$ cat config.mk
export PLATFORM = sky130hd
export DESIGN_NAME = scrambled_gs_pwm
export DESIGN_NICKNAME = d
export VERILOG_FILES = /design/src/rtl/scrambled_gs_pwm.sv
export SDC_FILE = /design/constraint.sdc
export NUM_CORES = 1
export LEC_CHECK = 0
export ABC_AREA = 1
export BUFFER_PORTS_ARGS = -buffer_cell sky130_fd_sc_hd__clkbuf_2
export CORE_ASPECT_RATIO = 1.2
export CORE_MARGIN = 4
export CORE_UTILIZATION = 55
export CTS_CLUSTER_DIAMETER = 80
export CTS_CLUSTER_SIZE = 24
export DETAILED_ROUTE_END_ITERATION = 16
export PLACE_DENSITY = 0.86
export SLEW_MARGIN = 10
export SYNTH_ARGS = -nofsm -noshare
export SYNTH_HDL_FRONTEND = slang
export SYNTH_SLANG_ARGS = --single-unit
$ cat constraint.sdc
create_clock -name clk -period 2.4 [get_ports clk]
set_input_delay 0.12 -clock clk [delete_from_list [all_inputs] [get_ports clk]]
set_output_delay 0.12 -clock clk [all_outputs]
set_load 0.01 [all_outputs]
$ cat src/rtl/scrambled_gs_pwm.sv
`timescale 1ns/1ps
module scrambled_gs_pwm #(
  parameter int NCH  = 16,
  parameter int GSW  = 16,
  parameter int NARW = 12,
  parameter int LSBW = 6
) (
  input  logic               clk,
  input  logic               rst_n,
  input  logic               depth16,
  input  logic [1:0]         mode,
  input  logic               sync_at_end,
  input  logic               gs_load,
  input  logic [NCH*GSW-1:0] gs_data,
  output logic [NCH-1:0]     pwm_out,
  output logic               cycle_end
);
  localparam int PREW = 4;
  localparam logic [GSW-1:0] FULL_W  = {GSW{1'b1}};
  localparam logic [GSW-1:0] FULL_N  = GSW'((64'd1 << NARW) - 64'd1);
  localparam logic [GSW-1:0] FULL_L  = GSW'((64'd1 << LSBW) - 64'd1);
  localparam logic [GSW-1:0] FULL_MW = GSW'((64'd1 << (GSW - LSBW)) - 64'd1);
  localparam logic [GSW-1:0] FULL_MN = GSW'((64'd1 << (NARW - LSBW)) - 64'd1);

  logic [GSW-1:0]  act  [NCH];
  logic [GSW-1:0]  pend [NCH];
  logic            pend_v;
  logic [GSW-1:0]  cnt;
  logic [PREW-1:0] pre;
  logic [LSBW-1:0] rep;
  logic            lsb_ph;

  logic [GSW-1:0]  cnt_top;
  logic [PREW-1:0] pre_last;
  logic [LSBW-1:0] rep_last;
  logic [NCH*GSW-1:0] act_flat;

  wire conv = (mode == 2'b11);

  always_comb begin
    if (conv)        cnt_top = depth16 ? FULL_W  : FULL_N;
    else if (lsb_ph) cnt_top = FULL_L;
    else             cnt_top = depth16 ? FULL_MW : FULL_MN;
    case (mode)
      2'b00:   begin pre_last = PREW'(0);  rep_last = {LSBW{1'b1}};      end
      2'b01:   begin pre_last = PREW'(3);  rep_last = {LSBW{1'b1}} >> 2; end
      2'b10:   begin pre_last = PREW'(15); rep_last = {LSBW{1'b1}} >> 4; end
      default: begin pre_last = '0;        rep_last = '0;                end
    endcase
  end

  wire pre_end  = conv | lsb_ph | (pre == pre_last);
  wire cnt_wrap = pre_end & (cnt == cnt_top);
  assign cycle_end = cnt_wrap & (conv | lsb_ph);

  always_ff @(posedge clk or negedge rst_n) begin
    if (!rst_n) begin
      cnt    <= '0;
      pre    <= '0;
      rep    <= '0;
      lsb_ph <= 1'b0;
    end else if (conv || lsb_ph) begin
      pre <= '0;
      rep <= '0;
      cnt <= cnt_wrap ? '0 : cnt + 1'b1;
      if (cnt_wrap) lsb_ph <= 1'b0;
    end else begin
      pre <= pre_end ? '0 : pre + 1'b1;
      if (pre_end) cnt <= cnt_wrap ? '0 : cnt + 1'b1;
      if (cnt_wrap) begin
        rep <= (rep == rep_last) ? '0 : rep + 1'b1;
        if (rep == rep_last) lsb_ph <= 1'b1;
      end
    end
  end

  always_ff @(posedge clk or negedge rst_n) begin
    if (!rst_n) begin
      pend_v <= 1'b0;
      for (int i = 0; i < NCH; i++) begin
        act[i]  <= '0;
        pend[i] <= '0;
      end
    end else begin
      if (cycle_end && pend_v) begin
        pend_v <= 1'b0;
        for (int i = 0; i < NCH; i++) act[i] <= pend[i];
      end
      if (gs_load) begin
        if (sync_at_end) begin
          pend_v <= 1'b1;
          for (int i = 0; i < NCH; i++) pend[i] <= gs_data[i*GSW +: GSW];
        end else begin
          for (int i = 0; i < NCH; i++) act[i] <= gs_data[i*GSW +: GSW];
        end
      end
    end
  end

  for (genvar i = 0; i < NCH; i++) begin : g_ch
    wire [GSW-1:0] v    = depth16 ? act[i] : (act[i] & FULL_N);
    wire [GSW-1:0] vmsb = v >> LSBW;
    wire [LSBW-1:0] vlsb = v[LSBW-1:0];
    assign act_flat[i*GSW +: GSW] = act[i];
    assign pwm_out[i] = conv   ? (cnt < v) :
                        lsb_ph ? (cnt[LSBW-1:0] < vlsb) :
                                 (cnt < vmsb);
  end
endmodule

# Yosys cells after proc, flatten, opt, wreduce, memory -nomap -nowiden
# Index checks and enable logic that the tools add are counted.
word_totals:
  ff_bits: 540
  in_bits: 263
  output_inout_bits: 17
  word_cells: 178
classes:
  add_sub_neg: 3
  order_cmp: 48
  n_eq_ne: 6
  muxes: 72
  n_bitwise: 4
  reduce_logical: 8
ops:
  columns: ["cell", "n"]
  rows:
  - ["$mux W256", 3]
  - ["$mux W16", 21]
  - ["$lt A16 B10 Y1", 16]
  - ["$lt A16 B16 Y1", 16]
  - ["$lt A6 B6 Y1", 16]
  - ["$mux W1", 39]
  - ["$mux W10", 2]
  - ["$mux W6", 3]
  - ["$pmux W6 S3", 1]
  - ["$add A16 B1 Y16 const B", 1]
  - ["$eq A16 B16 Y1", 1]
  - ["$mux W4", 2]
  - ["$pmux W4 S2", 1]
  - ["$add A6 B1 Y6 const B", 1]
  - ["$eq A6 B6 Y1", 1]
  - ["$reduce_bool A2 Y1", 3]
  - ["$add A4 B1 Y4 const B", 1]
  - ["$eq A2 B2 Y1 const B", 2]
  - ["$eq A4 B4 Y1", 1]
  - ["$reduce_and A2 Y1", 2]
  - ["$and A1 B1 Y1", 2]
  - ["$eq A2 B1 Y1 const B", 1]
  - ["$logic_not A2 Y1", 1]
  - ["$or A1 B1 Y1", 2]
  - ["other kinds (2)", 2]

# Logic depth before layout (Yosys ltp)
depth:
  ltp_word: 10
  ltp_mapped: 15
  mapped_depth_nobuf: 13

# Worst setup path after synthesis
# Ideal clock, no wire load.
synth_path:
  path_type: "register to register"
  from: "reg cnt[1]"
  to: "reg act[241] in the netlist's numbering"
  setup_ns: 0.113
  arrival_time_ns: 2.269
  required_ns: 2.287
  slack_ns: 0.018
  stages_incl_launch_ff: 12
  n_path_buf: 3
  period_less_slack_ns: 2.382
  cell_sequence: "dfrtp_1 ha_1 nand4_1 a21oi_2 nand4_1 buf_4 buf_6 buf_6 nand2_1 nand3_1 nand2_1 inv_1"
synth_via:
  elab_chain_len: 7
synth_lines:
  columns: ["element", "line", "source"]
  rows:
  - ["start, declared", "28", "logic [GSW-1:0] cnt;"]
  - ["start signal, assigned", "65", "cnt <= cnt_wrap ? '0 : cnt + 1'b1;"]
  - ["start signal, assigned", "69", "if (pre_end) cnt <= cnt_wrap ? '0 : cnt + 1'b1;"]
  - ["$eq A16 B16 Y1 (*)", "53", "wire cnt_wrap = pre_end & (cnt == cnt_top);"]
  - ["$and A1 B1 Y1 (*)", "53", null]
  - ["$and A1 B1 Y1 (*)", "54", "assign cycle_end = cnt_wrap & (conv | lsb_ph);"]
  - ["$logic_and A1 B1 Y1 (*)", "85", "if (cycle_end && pend_v) begin"]
  - ["$mux W256 (*)", "85", null]
  - ["$mux W256", "90", "if (sync_at_end) begin"]
  - ["$mux W256 (*)", "89", "if (gs_load) begin"]
  - ["end signal, assigned by index", "81", "act[i] <= '0;"]
  - ["end, declared", "25", "logic [GSW-1:0] act [NCH];"]
# Every way passes the cells marked *; elsewhere a longest branch is shown, timed or not.
# A chain may end at the register's enable or synchronous reset.

# Worst setup path after layout
layout_path:
  from: "reg cnt[9]"
  to: "out pwm_out[15]"
layout_via:
  elab_chain_len: 3
  elab_cells_between_ends: 4
  cone_classes: "order compare: 2; mux: 2"
layout_lines:
  columns: ["element", "line", "source"]
  rows:
  - ["$lt A16 B10 Y1", "107", "(cnt < vmsb);"]
  - ["$mux W1", "106", "lsb_ph ? (cnt[LSBW-1:0] < vlsb) :"]
  - ["$mux W1 (*)", "105", "assign pwm_out[i] = conv ? (cnt < v) :"]
  - ["end, declared", "15", "output logic [NCH-1:0] pwm_out,"]
# Marks and branches as above.

==> flow_metrics.env <==
export IMPL_final_cell_mix="1355 x nand2_1, 671 x inv_1, 525 x dfrtp_1"
export IMPL_clkPwrFrac_pct=20.0
export IMPL_finalSetupTns_ps=-3130
export IMPL_wl_per_cell_microns=19.2
export IMPL_cap_violations=0
export IMPL_synthesis_nets=5183
export IMPL_synthFlopType="dfrtp_1"
export IMPL_start_util_pct=55.4
export IMPL_gp_congestion=0.910
export IMPL_dp_hpwl_mm=68.5
export IMPL_layout_drive_gt1_share_pct=11.0
export IMPL_cts_buffers=29
export IMPL_pwr_share_seq_pct=38.2
export IMPL_die_w_microns=236
export IMPL_internal_power_mw=17.6
export IMPL_cts_max_path_buffers=3
export IMPL_avgSynthCellArea_sq_um=7.57
export IMPL_synth_seq_cells=540
export IMPL_setup_ws_ps=-244
export IMPL_worstPathRequired_ps=2280
export IMPL_slowest_delay_ps=460
export IMPL_syn_inst=4528
export IMPL_portBuffers=279
export IMPL_grt_overflow_total=0
export IMPL_fmax_mhz=378
export IMPL_cts_max_level=1
export IMPL_power_density_mw_per_mm2=702
export IMPL_final_antenna_net_count=0
export IMPL_io_pins=280
export IMPL_synth_edf_count=0
export IMPL_fin_hold_ws_ps=87.3
export IMPL_cts_root_buf="clkbuf_16"
export IMPL_status="complete, but fails checks"
export IMPL_cpMostUsedCell="nand2_1"
export IMPL_pwr_share_comb_pct=41.8
export IMPL_mostFrequentLayoutCell="nand2_1"
export IMPL_fin_crit_ps=2640
export IMPL_start_kind="flop"
export IMPL_cp_slowest_cell="dfrtp_2"
export IMPL_clkTransAtPathRegs_ps=100
export IMPL_routed_wl_mm=112
export IMPL_yosys_warnings=0
export IMPL_insertion_delay_ps=620
export IMPL_ir_drop_mv=0.629
export IMPL_cp_top_family="flip-flops"
export IMPL_finalSetupViolations=16
export IMPL_power_leakage_nw=22.6
export IMPL_cts_sinks=540
export IMPL_cts_tree="built"
export IMPL_crit_fanout=22
export IMPL_timing_final_crit_share_pct=110
export IMPL_critPathKind="reg -> out"
export IMPL_end_kind="output pin"
export IMPL_drt_initial_drc_count=3580
export IMPL_grt_pass1_vias=33200
export IMPL_hold_viol=0
export IMPL_rsz0062_at_grt="yes"
export IMPL_antenna_found_initial=7
export IMPL_fp_dieH_microns=282
export IMPL_ys_seq_area_share_pct=39.4
export IMPL_min_path_type="in -> async"
export IMPL_worstMarginPinSlew_ps=928
export IMPL_vias=33600
export IMPL_maxSlewViolCount=0
export IMPL_async_reset_ff_share_pct=100
export IMPL_worstPathCellList="buf_12, ha_1, a2111oi_4, nand2_1, nand2_1, nand2_1, nand2_1, clkbuf_2"
export IMPL_nNetsFinal=5653
export IMPL_critical_path_buf_inv_count=2
export IMPL_switching_share_pct=39.2
export IMPL_relSlewSlack_pct=38.1
export IMPL_p_switching_mw=11.3
export IMPL_vias_per_cell=5.77
export IMPL_track_usage_pct=32.2
export IMPL_rows=100
export IMPL_drc_errors=0
export IMPL_area_delta_synth_final_pct=20.0
export IMPL_die_area_sq_mm=0.0664
export IMPL_worstPathArrival_ps=2520
export IMPL_synth_area_sq_mm=0.0343
export IMPL_firstDrtPassIters=6
export IMPL_grt_max_degree=174
export IMPL_violations="negative setup slack"
export IMPL_finClkSkew_ps=31.7
export IMPL_core_area_sq_mm=0.0619
export IMPL_yosys_cell_types_count=33
export IMPL_grt_pass1_wl_mm=174
area by class of cell:
type | count | area (sq um)
multi-input combinational | 3092 | 17600
timing repair buffer | 657 | 5540
antenna | 7 | 17.5
sequential | 540 | 13500
clock inverter | 11 | 161
fill | 4770 | 20800
tap | 816 | 1020
clock buffer | 31 | 753
inverter | 678 | 2550
what timing repair did:
action,CTS,global route
buffers inserted,3,2
endpoints found under the hold margin,724,0
hold buffers,257,0
resized for setup,79,29
setup endpoints to repair,17,24
gates cloned,2,2
pin swaps,1,6
cell usage after synthesis (16+ instances only):
| library cell | count | area (sq um) |
|---|---|---|
| ha_1 | 392 | 4900 |
| o21ai_0 | 224 | 1120 |
| a2111oi_0 | 16 | 140 |
| mux2_2 | 42 | 473 |
| a21o_1 | 48 | 360 |
| o31ai_1 | 16 | 120 |
| inv_1 | 673 | 2530 |
| dfrtp_1 | 540 | 13500 |
| buf_1 | 24 | 90.1 |
| nor3_1 | 21 | 105 |
| nand2_1 | 1367 | 5130 |
| nor2_1 | 159 | 597 |
| o21a_1 | 17 | 128 |
| o21ai_1 | 39 | 195 |
| nand3_1 | 294 | 1470 |
| clkbuf_1 | 149 | 559 |
| a21oi_1 | 249 | 1250 |
| a31oi_1 | 17 | 106 |
| nand4_1 | 174 | 1090 |
| buf_2 | 37 | 185 |
final timing paths:
| path | start | end | slack [ps] | cells after the start |
|---|---|---|---|---|
| worst max register to register | cnt[7] | act[85] | 140 | 13 |
| max in group asynchronous | rst_n | act[117] | 1440 | 3 |
| worst min register to register | pend[170] | pend[170] | 490 | 2 |
| worst min-delay path | rst_n | pend[114] | 90 | 2 |
| min in group clk | sync_at_end | pend[20] | 120 | 5 |
| worst max-delay path | cnt[9] | pwm_out[15] | -240 | 8 |
sequential cells by signal, summed over array words and instances, names as in the netlist:
| name | cells |
|---|---|
| pre | 4 |
| act | 256 |
| cnt | 16 |
| rep | 6 |
| lsb_ph | 1 |
| pend_v | 1 |
| pend | 256 |
power groups by stage:
stage / logic (mW) / clock network (mW) / registers [mW]
floorplan: 6.55 / 0 / 11.4
global placement: 10.1 / 0 / 11.0
detailed placement: 10.6 / 0 / 11.1
CTS: 11.5 / 5.83 / 11.0
global route: 13.5 / 6.13 / 11.1
finish: 12.1 / 5.77 / 11.0
metal layers:
layer	global-route usage, %	vias to the layer above	share of wire (%)
met4	20.4	2	7.3
li1	-	15500	-
met1	39.0	15800	37
met5	0	-	0.012
met3	5.46	487	8.9
met2	53.6	1830	47
logic make-up after synthesis:
logic type / share of synthesized area, %
AND/OR/NAND/NOR: 24.6
buffers and inverters: 10.1
AO/OA/AOI/OAI: 10.1
flip-flops: 39.4
adder cells (fa/ha/maj): 14.3
multiplexers: 1.38
XOR/XNOR: 0.153
stage by stage:
stage | cells | power [mW] | cell area, sq um | util (%) | worst slack, ps
6_report | 5832 | 28.9 | 41200 | 66.5 | -244
5_1_grt | 5832 | 30.8 | 41200 | 66.5 | -353
4_1_cts | 5821 | 28.3 | 41000 | 66.1 | -198
3_5_place_dp | 5517 | 21.7 | 37100 | 60.0 | 44.2
3_3_place_gp | 5517 | 21.1 | 37100 | 60.0 | 141
2_1_floorplan | 4528 | 17.9 | 34300 | - | 17.6
(Power assumes the default switching activity.)
